`src/rtl/dp_flag_alu.sv`:
```
module dp_flag_alu #(
  parameter int WIDTH = 32
) (
  input  logic [3:0]       op,
  input  logic [WIDTH-1:0] opa,
  input  logic [WIDTH-1:0] opb,
  input  logic             sh_carry,
  input  logic             sh_keep_c,
  input  logic [3:0]       flags_in,
  input  logic             set_flags,
  input  logic             dest_pc,
  output logic [WIDTH-1:0] result,
  output logic             result_we,
  output logic [3:0]       flags_out
);
  localparam int MSB = WIDTH - 1;

  logic is_test, is_arith, swap, invert, cin, upd;
  logic [WIDTH-1:0] x, y, sum;
  logic             cout, ovf, c_next, v_next;

  assign is_test  = (op[3:2] == 2'b10);
  assign is_arith = (op[3:2] == 2'b01) || (op[3:1] == 3'b001) || (op[3:1] == 3'b101);
  assign swap     = (op == 4'b0011) || (op == 4'b0111);
  assign invert   = (op == 4'b0010) || (op == 4'b0011) || (op == 4'b0110) ||
                    (op == 4'b0111) || (op == 4'b1010);

  always_comb begin
    unique case (op)
      4'b0010, 4'b0011, 4'b1010: cin = 1'b1;
      4'b0101, 4'b0110, 4'b0111: cin = flags_in[1];
      default:                   cin = 1'b0;
    endcase
  end

  assign x = swap ? opb : opa;
  assign y = invert ? ~(swap ? opa : opb) : (swap ? opa : opb);
  assign {cout, sum} = {1'b0, x} + {1'b0, y} + {{WIDTH{1'b0}}, cin};
  assign ovf = (x[MSB] == y[MSB]) && (sum[MSB] != x[MSB]);

  always_comb begin
    unique case (op)
      4'b0000, 4'b1000: result = opa & opb;
      4'b0001, 4'b1001: result = opa ^ opb;
      4'b1100:          result = opa | opb;
      4'b1101:          result = opb;
      4'b1110:          result = opa & ~opb;
      4'b1111:          result = ~opb;
      default:          result = sum;
    endcase
  end

  assign result_we = !is_test;
  assign upd       = (set_flags || is_test) && !dest_pc;
  assign c_next    = is_arith ? cout : (sh_keep_c ? flags_in[1] : sh_carry);
  assign v_next    = is_arith ? ovf  : flags_in[0];
  assign flags_out = upd ? {result[MSB], (result == '0), c_next, v_next} : flags_in;
endmodule

```
`config.mk`:
```
export PLATFORM = sky130hd
export DESIGN_NAME = dp_flag_alu
export DESIGN_NICKNAME = d
export VERILOG_FILES = /design/src/rtl/dp_flag_alu.sv
export SDC_FILE = /design/constraint.sdc
export NUM_CORES = 1
export LEC_CHECK = 0
export ABC_AREA = 1
export BUFFER_PORTS_ARGS = -buffer_cell sky130_fd_sc_hd__clkbuf_2
export CAP_MARGIN = 20
export CORE_ASPECT_RATIO = 1.1
export CORE_UTILIZATION = 64
export DETAILED_ROUTE_END_ITERATION = 12
export PLACE_DENSITY = 0.91
export SLEW_MARGIN = 5
export SYNTH_ARGS = -nofsm -noshare
export SYNTH_HDL_FRONTEND = slang
export SYNTH_SLANG_ARGS = --single-unit
```
`constraint.sdc`:
```
create_clock -name vclk -period 6.5
set_input_delay 0.325 -clock vclk [all_inputs]
set_output_delay 0.325 -clock vclk [all_outputs]
set_load 0.01 [all_outputs]
```
# Word-level counts from Yosys, hierarchy flattened
# Index checks and enable logic that the tools add are counted.
classes:
  n_addsub: 2
  n_eq_ne: 19
  n_mux: 9
  bitwise_logic: 6
  reduce_logical: 18
ops:
  columns: ["cell", "count"]
  rows:
  - ["$pmux 32 s6", 1]
  - ["$mux 32", 3]
  - ["$and 32x32->32", 2]
  - ["$not 32->32", 2]
  - ["$add 32x32->33", 1]
  - ["$add 33x1->33", 1]
  - ["$logic_not 32->1", 1]
  - ["$or 32x32->32", 1]
  - ["$xor 32x32->32", 1]
  - ["$eq 4x4->1 const B", 7]
  - ["$eq 4x3->1 const B", 3]
  - ["$eq 4x2->1 const B", 2]
  - ["$logic_or 1x1->1", 8]
  - ["$reduce_or 3->1", 2]
  - ["$eq 4x1->1 const B", 1]
  - ["$logic_not 4->1", 1]
  - ["$mux 4", 1]
  - ["$reduce_or 2->1", 2]
  - ["$eq 3x1->1 const B", 1]
  - ["$eq 3x3->1 const B", 1]
  - ["$mux 1", 3]
  - ["$eq 2x1->1 const B", 1]
  - ["$eq 2x2->1 const B", 1]
  - ["$logic_and 1x1->1", 2]
  - ["other kinds (4)", 5]
totals:
  register_bits: 0
  in_bits: 76
  output_inout_bits: 37
  wordCells: 54

# Logic depth before layout (Yosys ltp)
# Gate-level depths: netlist of the first run.
depth:
  ltp_word: 12
  depth_mapped: 27
  ltp_nobuf: 24

# Worst setup path after synthesis of the first run
# No wires, ideal clock.
synth_path:
  path_kind: "input to output"
  start: "input op[0]"
  end: "output flags_out[2]"
  arrival_time_ns: 3.489
  required_time_ns: 6.175
  slack_ns: 2.686
  cell_stages: 26
  n_path_buf: 3
  path_cell_list: "clkbuf_1 clkbuf_1 nand2_1 inv_1 nor3_1 clkinv_1 buf_2 xor2_1 fa_1 inv_1 fa_1 inv_1 nand3_1 nand3_1 nand3_1 nand3_1 nand2_1 nand2_1 nand2_1 nand3_1 nand2_1 nor2_1 nand3_1 nor2_1 nand2_1 nand2_1"
synth_via:
  elab_chain_len: 11
  elab_cells_between_ends: 33
  classes_between: "add/sub (2); eq/ne (13); mux (6); bitwise (1); reduce/logical (11)"
synth_lines:
  columns: ["element", "line", "source"]
  rows:
  - ["from (decl)", "4", "input logic [3:0] op,"]
  - ["$eq 4x2->1 (on tied branches)", "25, 29, 24", null]
  - ["$logic_or 1x1->1 (3 in a row)", "25", "assign invert = (op == 4'b0010) || (op == 4'b0011) || (op == 4'b0110) ||"]
  - ["$logic_or 1x1->1", "26", "(op == 4'b0111) || (op == 4'b1010);"]
  - ["$mux 32", "37", "assign y = invert ? ~(swap ? opa : opb) : (swap ? opa : opb);"]
  - ["$add 32x32->33", "38", "assign {cout, sum} = {1'b0, x} + {1'b0, y} + {{WIDTH{1'b0}}, cin};"]
  - ["$add 33x1->33", "38", null]
  - ["$pmux 32 s6 (*)", "42", "unique case (op)"]
  - ["named net result[20]", "12", "output logic [WIDTH-1:0] result,"]
  - ["$logic_not 32->1 (*)", "57", "assign flags_out = upd ? {result[MSB], (result == '0), c_next, v_next} : flags_in;"]
  - ["$mux 4 (*)", "57", null]
  - ["to (decl)", "14", "output logic [3:0] flags_out"]
# The timed path passes the listed nets; every way through them passes the cells marked *.

# Worst setup path after layout of the first run
layout_path:
  start: "input op[0]"
  end: "output flags_out[2]"
layout_via:
  elab_chain_len: 11
  elab_cells_between_ends: 33
  classes_between: "add/sub (2); eq/ne (13); mux (6); bitwise (1); reduce/logical (11)"
layout_lines:
  columns: ["element", "line"]
  rows:
  - ["$eq 4x2->1 (on tied branches)", "25, 29, 24"]
  - ["$logic_or 1x1->1 (3 in a row)", "25"]
  - ["$logic_or 1x1->1", "26"]
  - ["$mux 32", "37"]
  - ["$add 32x32->33", "38"]
  - ["$add 33x1->33", "38"]
  - ["$pmux 32 s6 (*)", "42"]
  - ["$logic_not 32->1 (*)", "57"]
  - ["$mux 4 (*)", "57"]
# Mark *: on every way between the ends. The rest lies on a longest branch, timed or not.

==> summary.md, run 1 <==
| Metric | Value |
|---|---|
| Count leader, synth | `nand2_1` |
| Combinational group share of total power | `100.0%` |
| Vias in the first global route | `6,742` |
| Fin Setup TNS | `0 ns` |
| Hold Violations, Final | `0` |
| Fill count | `862` |
| Post-Synth Simple-Gate Area | `44.64%` |
| XOR/XNOR Fraction of Synth Area | `a little over 5%` |
| Final setup vio count | `0` |
| Row count | `36` |
| Antenna viol nets, final | `0` |
| Crit Path Max Fanout | `between 50 and 60` |
| Hold WS | `0.9441 ns` |
| Area leader, netlist | `nand2_1` |
| Placer Congestion | `1.023` |
| Adder-cell area share of the yosys netlist | `14.12%` |
| Min Tclk post-route | `4.703 ns` |
| Syn Nets | `roughly 1.3k` |
| HPWL after detailed placement | `about 16,000 microns` |
| Final WL | `19,680 microns` |
| Via count | `7,960` |
| Cts hold-fix bufs | `0` |
| Sw Pwr | `0.5566 mW` |
| Register area share after synthesis | `0%` |
| Seq Cell Count | `0` |
| Share of layout cells above drive strength 1 | `10.39%` |
| Remaining DRCs | `0` |
| Number of setup buffers added after CTS | `0` |
| Nets | `about 1.4k` |
| Footprint of the multi-input gates | `4846 sq um` |
| Run status | `finished, final reports clean` |
| Worst slew margin | `22.54%` |
| Post-synth top cells | `nand2_1, inv_1, o21ai_0` |
| PwrDens | `130.6 nW/um^2` |
| Max Cap Violations | `0` |
| Internal power | `0.2847 mW` |
| Detail-routed via count per cell | `5.670` |
| Congestion Overflow GR | `0` |
| CORE AREA | `around 9000 sq um` |
| Worst min path class | `in2out` |
| CP Class | `in2out` |
| Largest net degree at the start of global routing | `77` |
| Lkg Pwr | `3.968 nW` |
| Clock buf count | `0` |
| Largest family of logic cells by synthesized area | `simple AND/OR/NAND/NOR gates` |
| CP startpoint kind | `input pin` |
| DP Cell Count | `about 1.4k` |
| RSZ-0062 raised after global routing | `no` |
| Starting Density | `66.12%` |
| PostCTS Resize Cnt | `0` |
| Initial DRC Count | `around 750` |
| Syn Std Cell Area | `5867 sq um` |
| Die W | `approximately 93 microns` |
| Area Overhead vs Synth | `9.832%` |
| Yosys warnings | `0` |
| First-pass GRT wire length | `between 30,000 and 40,000 microns` |
| Die Ht | `102.4 microns` |
| Max Slew Vio Count | `0` |
| Peak VDD IR | `a little over 0.00008 V` |
| Syn Inst Count | `around 1.2k` |
| Number of top-level pins | `between 100 and 150` |
| Reg area | `0 sq um` |
| Final period utilization | `72.36%` |
| Sequential power share | `0%` |
| Crit path capture type | `output port` |
| Synth Area in Compound Gates | `18.53%` |
| Final non-filler cell total | `about 1.4k` |
| Routed WL per cell | `14.02 microns` |
| Port bufs | `113` |
| Cell variety after synth | `37` |
| Crit path required time | `6.17 ns` |
| Initial DRT Pass Iterations | `7` |
| Worst Tran Pin Value | `about 1.2 ns` |
| Area contributors post-synth | `nand2_1, inv_1, ha_1, o21ai_0, nor2_1` |
| Peak Freq | `0.2126 GHz` |
| ANT cells | `0` |
| Die Footprint | `between 9000 and 10,000 sq um` |
| Synth Area per Inst | `4.861 sq um` |
| Post-synthesis mux area share | `0%` |
| Clock share of power | `0%` |
| Sw frac | `66.16%` |
| Yosys top cell area share | `28.60%` |
| Antenna violations before repair | `0` |
| Arrival time worst endpoint | `about 4.4 ns` |
| All-Layer GR Usage | `40.80%` |
==> stage by stage <==
step           setup WS, ns  total power, mW  instance area (sq um)  util, %
6_report              1.797           0.8413                   6444    72.62
5_1_grt               1.299           0.9394                   6444    72.62
4_1_cts               1.951           0.8183                   6444    72.62
3_5_place_dp          1.986           0.8129                   6444    72.62
3_3_place_gp          2.091           0.8025                   6444    72.62
2_1_floorplan         2.686           0.5730                   5867        -
==> layer usage <==
| layer | wire length [microns] | part of all wire (%) | track usage (%) |
|---|---|---|---|
| met3 | 2393 | 12 | 5.432 |
| met4 | 689 | 3.5 | 12.43 |
| met5 | 0 | 0 | 0 |
| met2 | 8393 | 43 | 65.50 |
| met1 | 8203 | 42 | 56.59 |
==> logic make-up after synthesis <==
group,after synthesis
xor+xnor,34
buf+inv,263
fa+ha+maj,65
compound gates,200
simple gates,645
==> final cells by class <==
class                      instances  share of cell area, %
inverter                         229                  13.34
tap                              114                  2.214
timing repair buffer             117                  9.243
multi-input combinational        944                  75.20
==> cell usage in the layout (no fill, tap or decap), types with 5 or more instances in the layout <==
cell type  netlist  routed
o211ai_1        18      18
xor2_1          34      34
nand4_1         12      12
ha_1            63      63
nand2_1        447     447
nor2_1          96      95
inv_1          224     224
clkbuf_2         0     113
o21ai_0        128     128
or2_2            5       5
a21oi_1         39      39
nand3_1         65      65
nand3b_1         7       7
==> worst max-delay path, cell delays in order <==
cell and delay, ns:
clkbuf_2 0.46, inv_2 0.19, nor3_4 0.17, buf_4 0.38, nand2_1 0.08, o21ai_0 0.11, xor2_1 0.20, fa_1 0.28
inv_1 0.08, fa_1 0.47, inv_1 0.10, nand2_1 0.08, nand3_1 0.19, nand3_1 0.11, nand2_1 0.11, nand2_1 0.11
nand2_1 0.12, nand2_1 0.07, nand3_1 0.07, nand2_1 0.08, nor2_1 0.13, nand2_1 0.07, nor2_1 0.10, nand2_1 0.11
nand2_1 0.08, clkbuf_2 0.12
==> power groups by stage <==
stage	Combinational, mW	Sequential [mW]	Clock [mW]
6_report	0.841	0	0
3_3_place_gp	0.802	0	0
5_1_grt	0.939	0	0
3_5_place_dp	0.813	0	0
2_1_floorplan	0.573	0	0
4_1_cts	0.818	0	0
==> worst paths after layout <==
kind	from	to	slack (ns)	depth (start not counted)
worst min-delay path	flags_in[2]	flags_out[2]	0.94	4
worst max-delay path	op[0]	flags_out[2]	1.80	26
(Power assumes the default switching activity.)
==> run 2, diff against run 1 <==
--- a/config.mk
+++ b/config.mk
@@ -5,13 +5,13 @@
 export SDC_FILE = /design/constraint.sdc
 export NUM_CORES = 1
 export LEC_CHECK = 0
-export ABC_AREA = 1
+export ABC_AREA = 0
 export BUFFER_PORTS_ARGS = -buffer_cell sky130_fd_sc_hd__clkbuf_2
 export CAP_MARGIN = 20
 export CORE_ASPECT_RATIO = 1.1
-export CORE_UTILIZATION = 64
+export CORE_UTILIZATION = 59
 export DETAILED_ROUTE_END_ITERATION = 12
-export PLACE_DENSITY = 0.91
+export PLACE_DENSITY = 0.85
 export SLEW_MARGIN = 5
 export SYNTH_ARGS = -nofsm -noshare
 export SYNTH_HDL_FRONTEND = slang
==> constraint.sdc (replaced) <==
create_clock -name vclk -period 4.91
set_input_delay 0.2455 -clock vclk [all_inputs]
set_output_delay 0.2455 -clock vclk [all_outputs]
set_load 0.01 [all_outputs]
==> run 2 against run 1 <==
Effect of this change:
- die area rose by 0.28%
- setup slack lost 1.5 ns
- routed wire length is 1.7% lower
- sequential share of layout area is the same
- clock-buffer cell count did not move
- first-iteration DRC count decreased by 21%
- area after synthesis is 7.5% lower
- cell area decreased by 5.2%
- combinational power increased by 36%
- power rose by 36%
- largest cell class unchanged
==> summary.md, run 2 <==
| Metric | Value |
|---|---|
| Placer Congestion | `1.050` |
| Remaining DRCs | `0` |
| Hold Violations, Final | `0` |
| Fin Setup TNS | `0 ns` |
| Share of layout cells above drive strength 1 | `about 17%` |
| Max Slew Vio Count | `0` |
| Die W | `93.42 microns` |
| Max Cap Violations | `0` |
| Most common cell after layout, fill and taps aside | `a21oi_1` |
| Row count | `36` |
| Peak VDD IR | `~0.0001 V` |
| All-Layer GR Usage | `39.52%` |
| Antenna viol nets, final | `0` |
| First-pass GRT wire length | `30,380 microns` |
| CP top delay family | `compound AO/OA/AOI/OAI gates` |
| Worst slew margin | `between 30% and 40%` |
| PostCTS Resize Cnt | `0` |
| Initial DRC Count | `around 600` |
| ANT cells | `0` |
| Worst Tran Pin Value | `about 0.95 ns` |
| Seq Cell Count | `0` |
| Final setup vio count | `0` |
| Min Tclk post-route | `approximately 4.7 ns` |
| Port bufs | `113` |
| Worst Hold Path Cells | `4` |
| Number of setup buffers added after CTS | `0` |
| Initial DRT Pass Iterations | `8` |
| Peak Freq | `0.2150 GHz` |
| DP Cell Count | `1,086` |
| Via count | `around 7.1k` |
| Run status | `finished, final reports clean` |
| Largest net degree at the start of global routing | `66` |
| Final period utilization | `a little over nine tenths` |
| Buf/Inv on CP | `3` |
| Congestion Overflow GR | `0` |
| Cell variety after synth | `75` |
| Die Footprint | `9581 sq um` |
| CP startpoint kind | `input pin` |
| Area leader, netlist | `ha_1` |
| Routed WL per cell | `17.81 microns` |
| Post-synth top cells | `a21oi_1, nand2_1, o21ai_0` |
| Number of top-level pins | `113` |
| Cell chain of the critical path | `clkbuf_2 > nor2_1 > o21ai_4 > xor2_1 > fa_1 > inv_1 > fa_1 > nand2b_1 > a21o_1 > a211oi_2 > o211ai_1 > a2111oi_1 > o21ai_0 > a31o_2 > nor4_1 > nand4_1 > nand2_1 > clkbuf_2` |
| Final non-filler cell total | `1,086` |
| Area Overhead vs Synth | `12.66%` |
| Reg area | `0 sq um` |
| Crit Path Max Fanout | `11` |
| PwrDens | `around 190 nW/um^2` |
| Syn Inst Count | `roughly 890` |
| Area contributors post-synth | `ha_1, a21oi_1, o21ai_0, nand2_1, xor2_1` |
| Synth Area per Inst | `a little over 6 sq um` |
| Yosys warnings | `0` |
| Starting Density | `around three fifths` |
| Register area share after synthesis | `0%` |
| Fill count | `843` |
| Clock buf count | `0` |
| Crit path required time | `4.66 ns` |
| Count leader, synth | `a21oi_1` |
| Pwr Total | `1.143 mW` |
| Cts hold-fix bufs | `0` |
| Arrival time worst endpoint | `4.41 ns` |
| Most frequent cells in the layout | `a21oi_1, clkbuf_2, nand2_1` |
| Die Ht | `~100 microns` |
| Detail-routed via count per cell | `~6.6` |
| Antenna violations before repair | `0` |
| CP Class | `in2out` |
| Nets | `1,115` |
| CORE AREA | `just under 9000 sq um` |
| Slowest cell on the critical path | `a2111oi_1` |
| Vias in the first global route | `roughly 6.5k` |
| Syn Std Cell Area | `approximately 5400 sq um` |
| Yosys top cell area share | `14.53%` |
| Lkg Pwr | `between 2 and 3 nW` |
| Final WL | `between 15,000 and 20,000 microns` |
| RSZ-0062 raised after global routing | `no` |
| HPWL after detailed placement | `14,950 microns` |
| Crit path capture type | `output port` |
| Worst min path class | `in2out` |
| Syn Nets | `1,035` |
| Fin util | `around 69%` |
| Worst path max stage delay | `roughly 0.5 ns` |
| Worst path depth | `18` |
[run 2: changes by cell type after synthesis, sizes merged, moves of 12 or more]
cell,previous run,this run
a21oi,39,116
clkbuf,19,45
nor3,5,18
nand2,450,93
nand3,65,18
nor2b,0,12
a211oi,0,15
nor2,97,83
o21ai,130,87
inv,228,79
a22oi,0,13
[run 2: worst paths after layout]
check,to,from,slack [ns]
worst max-delay path,flags_out[2],op[0],0.26
worst min-delay path,flags_out[2],flags_in[2],0.78
[run 2: layout make-up]
type,instances,area (sq um),share of cell area (%)
tap,114,142.6,2.334
timing repair buffer,143,790.8,12.94
multi-input combinational,750,4881,79.87
inverter,79,296.5,4.853
[run 2: where the power goes]
part / internal, mW / switching (mW)
combinational: 0.444 / 0.699
clock: 0 / 0
sequential: 0 / 0
total: 0.444 / 0.699
[run 2: worst min-delay path: cells and delay by family]
family,cells,cell delay [ns]
buf+inv,2,0.20
simple gates,2,0.09
[run 2: per-stage QoR]
| stage | hold slack [ns] | instance area (sq um) | worst slack, ns |
|---|---|---|---|
| after CTS | 0.7767 | 6110 | 0.2283 |
| after global placement | 0.7736 | 6110 | 0.3963 |
| after floorplan | 0.6018 | 5430 | 0.009979 |
| final | 0.7771 | 6111 | 0.2588 |
| after global routing | 0.8086 | 6111 | 0.01909 |
| after detailed placement | 0.7758 | 6110 | 0.2368 |
[run 2: per-layer routing]
| metal | part of all wire (%) | vias to the layer above | GRT usage [%] |
|---|---|---|---|
| met4 | 5.9 | 0 | 25.68 |
| met3 | 9.7 | 99 | 5.015 |
| met2 | 47 | 459 | 71.21 |
| li1 | - | 3425 | - |
| met5 | 0 | - | 0 |
| met1 | 37 | 3162 | 43.97 |
[run 2: kinds of logic (layout without fill, tap and decap cells)]
family	Yosys count	in the layout	synth area share (%)
mux	7	7	1.315
buf+inv	144	222	10.52
fa+ha+maj	65	65	15.27
compound gates	352	352	41.55
simple gates	281	281	24.08
xor+xnor	45	45	7.266
==> run 3, diff against run 2 <==
--- a/config.mk
+++ b/config.mk
@@ -9,9 +9,9 @@
 export BUFFER_PORTS_ARGS = -buffer_cell sky130_fd_sc_hd__clkbuf_2
 export CAP_MARGIN = 20
 export CORE_ASPECT_RATIO = 1.1
-export CORE_UTILIZATION = 59
+export CORE_UTILIZATION = 45
 export DETAILED_ROUTE_END_ITERATION = 12
-export PLACE_DENSITY = 0.85
+export PLACE_DENSITY = 0.68
 export SLEW_MARGIN = 5
 export SYNTH_ARGS = -nofsm -noshare
 export SYNTH_HDL_FRONTEND = slang
==> run 3 against run 2 <==
Effect of this change:
- clock-buffer cell count stayed put
- critical endpoint unchanged
- utilization shrank 15 points
- critical path depth grew 1
- combinational power barely moved
- die area grew 30%
- via count down 2.4%
- largest power group unchanged
- cell area increased by 2.2%
- global-route usage fell by 7.8 points
- non-clock buffer count up 12
==> summary.md, run 3 (synthesis results as in run 2) <==
| Metric | Value |
|---|---|
| Arrival time worst endpoint | `4.39 ns` |
| Reg area | `0 sq um` |
| ANT cells | `0` |
| Final non-filler cell total | `approximately 1.1k` |
| Most Crowded Layer GR | `met2` |
| Seq Cell Count | `0` |
| RSZ-0062 raised after global routing | `no` |
| Remaining DRCs | `0` |
| Combinational group share of total power | `100.0%` |
| Detail-routed via count per cell | `6.147` |
| Min Tclk post-route | `4.640 ns` |
| Most common cell after layout, fill and taps aside | `a21oi_1` |
| PostCTS Resize Cnt | `0` |
| Max Cap Violations | `0` |
| Via count | `between 6k and 7k` |
| Die Ht | `117.1 microns` |
| Number of top-level pins | `~110` |
| Hold Violations, Final | `0` |
| Most frequent cells in the layout | `a21oi_1, clkbuf_2, nand2_1` |
| Final period utilization | `94.50%` |
| Peak VDD IR | `0.0001241 V` |
| Sw Pwr | `0.7103 mW` |
| Port bufs | `about 110` |
| Max Slew Vio Count | `0` |
| Routed WL per cell | `17.84 microns` |
| Antenna viol nets, final | `0` |
| CP startpoint kind | `input pin` |
| Buf/Inv on CP | `4` |
| Final WL | `20,230 microns` |
| Vias in the first global route | `6,221` |
| Initial DRC Count | `630` |
| Congestion Overflow GR | `0` |
| Cell chain of the critical path | `clkbuf_2 > inv_1 > nand3_4 > a21oi_1 > xor2_1 > fa_1 > inv_1 > fa_1 > nor2b_1 > a31oi_2 > o32ai_1 > a211o_1 > or4_1 > or3_1 > nor4_1 > and4_1 > nand4_1 > nand2_1 > clkbuf_2` |
| CORE AREA | `11,590 sq um` |
| Clock buf count | `0` |
| Initial DRT Pass Iterations | `5` |
| Number of setup buffers added after CTS | `0` |
| CP top delay family | `simple AND/OR/NAND/NOR gates` |
| Starting Density | `46.78%` |
| Die Footprint | `12,500 sq um` |
| Hold WS | `0.7701 ns` |
| Die W | `roughly 110 microns` |
| PwrDens | `roughly 190 nW/um^2` |
| Slowest cell on the critical path | `fa_1` |
| Met1 Use GR | `38.44%` |
| Lkg Pwr | `around 3.0 nW` |
| Fin Setup TNS | `0 ns` |
| Met3 usage | `3.101%` |
| Worst Tran Pin Value | `a little over 0.9 ns` |
| Clock share of power | `0%` |
| Worst slew margin | `38.52%` |
| Final setup vio count | `0` |
| Share of layout cells above drive strength 1 | `17.99%` |
| Met2 Use GR | `between 50% and 60%` |
| DP Cell Count | `roughly 1.1k` |
| Sw frac | `60.84%` |
| HPWL after detailed placement | `16,030 microns` |
| Worst path max stage delay | `0.56 ns` |
| Sequential power share | `0%` |
| Placer Congestion | `a little under 1` |
| Run status | `finished, final reports clean` |
| Largest net degree at the start of global routing | `45` |
| Area Overhead vs Synth | `15.16%` |
| All-Layer GR Usage | `between 30% and 40%` |
| Row count | `41` |
| Crit Path Max Fanout | `15` |
| First-pass GRT wire length | `around 31,000 microns` |
| Cts hold-fix bufs | `0` |
| Nets | `1,127` |
| Worst min path class | `in2out` |
| Crit path required time | `4.66 ns` |
| Crit path capture type | `output port` |
| Antenna violations before repair | `1` |
| Internal power | `roughly 0.46 mW` |
| Peak Freq | `about 0.22 GHz` |
| Dpl ws | `between 0.3 and 0.4 ns` |
| CP Class | `in2out` |
| Final WS setup | `0.2699 ns` |
[run 3: path summary, 6_finish.rpt]
kind	from	to	slack, ns	depth (start not counted)
max	op[3]	flags_out[2]	0.27	19
min	flags_in[2]	flags_out[2]	0.77	4
[run 3: through the flow]
step                area, sq um  total power, mW  util, %
floorplan                  5430           0.7665        -
global placement           6245            1.147    53.86
detailed placement         6245            1.146    53.86
CTS                        6245            1.152    53.86
global route               6246            1.281    53.87
finish                     6246            1.167    53.87
[run 3: worst min-delay path, stage by stage]
cell and delay [ns]:
clkbuf_2 0.08, nand2_1 0.04, nand2_1 0.04, clkbuf_2 0.12
[run 3: power by group through the flow]
stage / clock network (mW) / logic [mW] / registers [mW]
3_3_place_gp: 0 / 1.15 / 0
5_1_grt: 0 / 1.28 / 0
3_5_place_dp: 0 / 1.15 / 0
6_report: 0 / 1.17 / 0
2_1_floorplan: 0 / 0.767 / 0
4_1_cts: 0 / 1.15 / 0
[run 3: metal layers]
| metal | routed length [microns] | vias up |
|---|---|---|
| li1 | - | 3452 |
| met1 | 8217 | 3138 |
| met2 | 9492 | 312 |
| met3 | 1464 | 67 |
| met4 | 1042 | 2 |
| met5 | 12 | - |
[run 3: area by class of cell]
cell class,instances,area [sq um]
fill,1247,5348
inverter,79,296.5
multi-input combinational,750,4881
tap,150,187.7
timing repair buffer,155,880.8
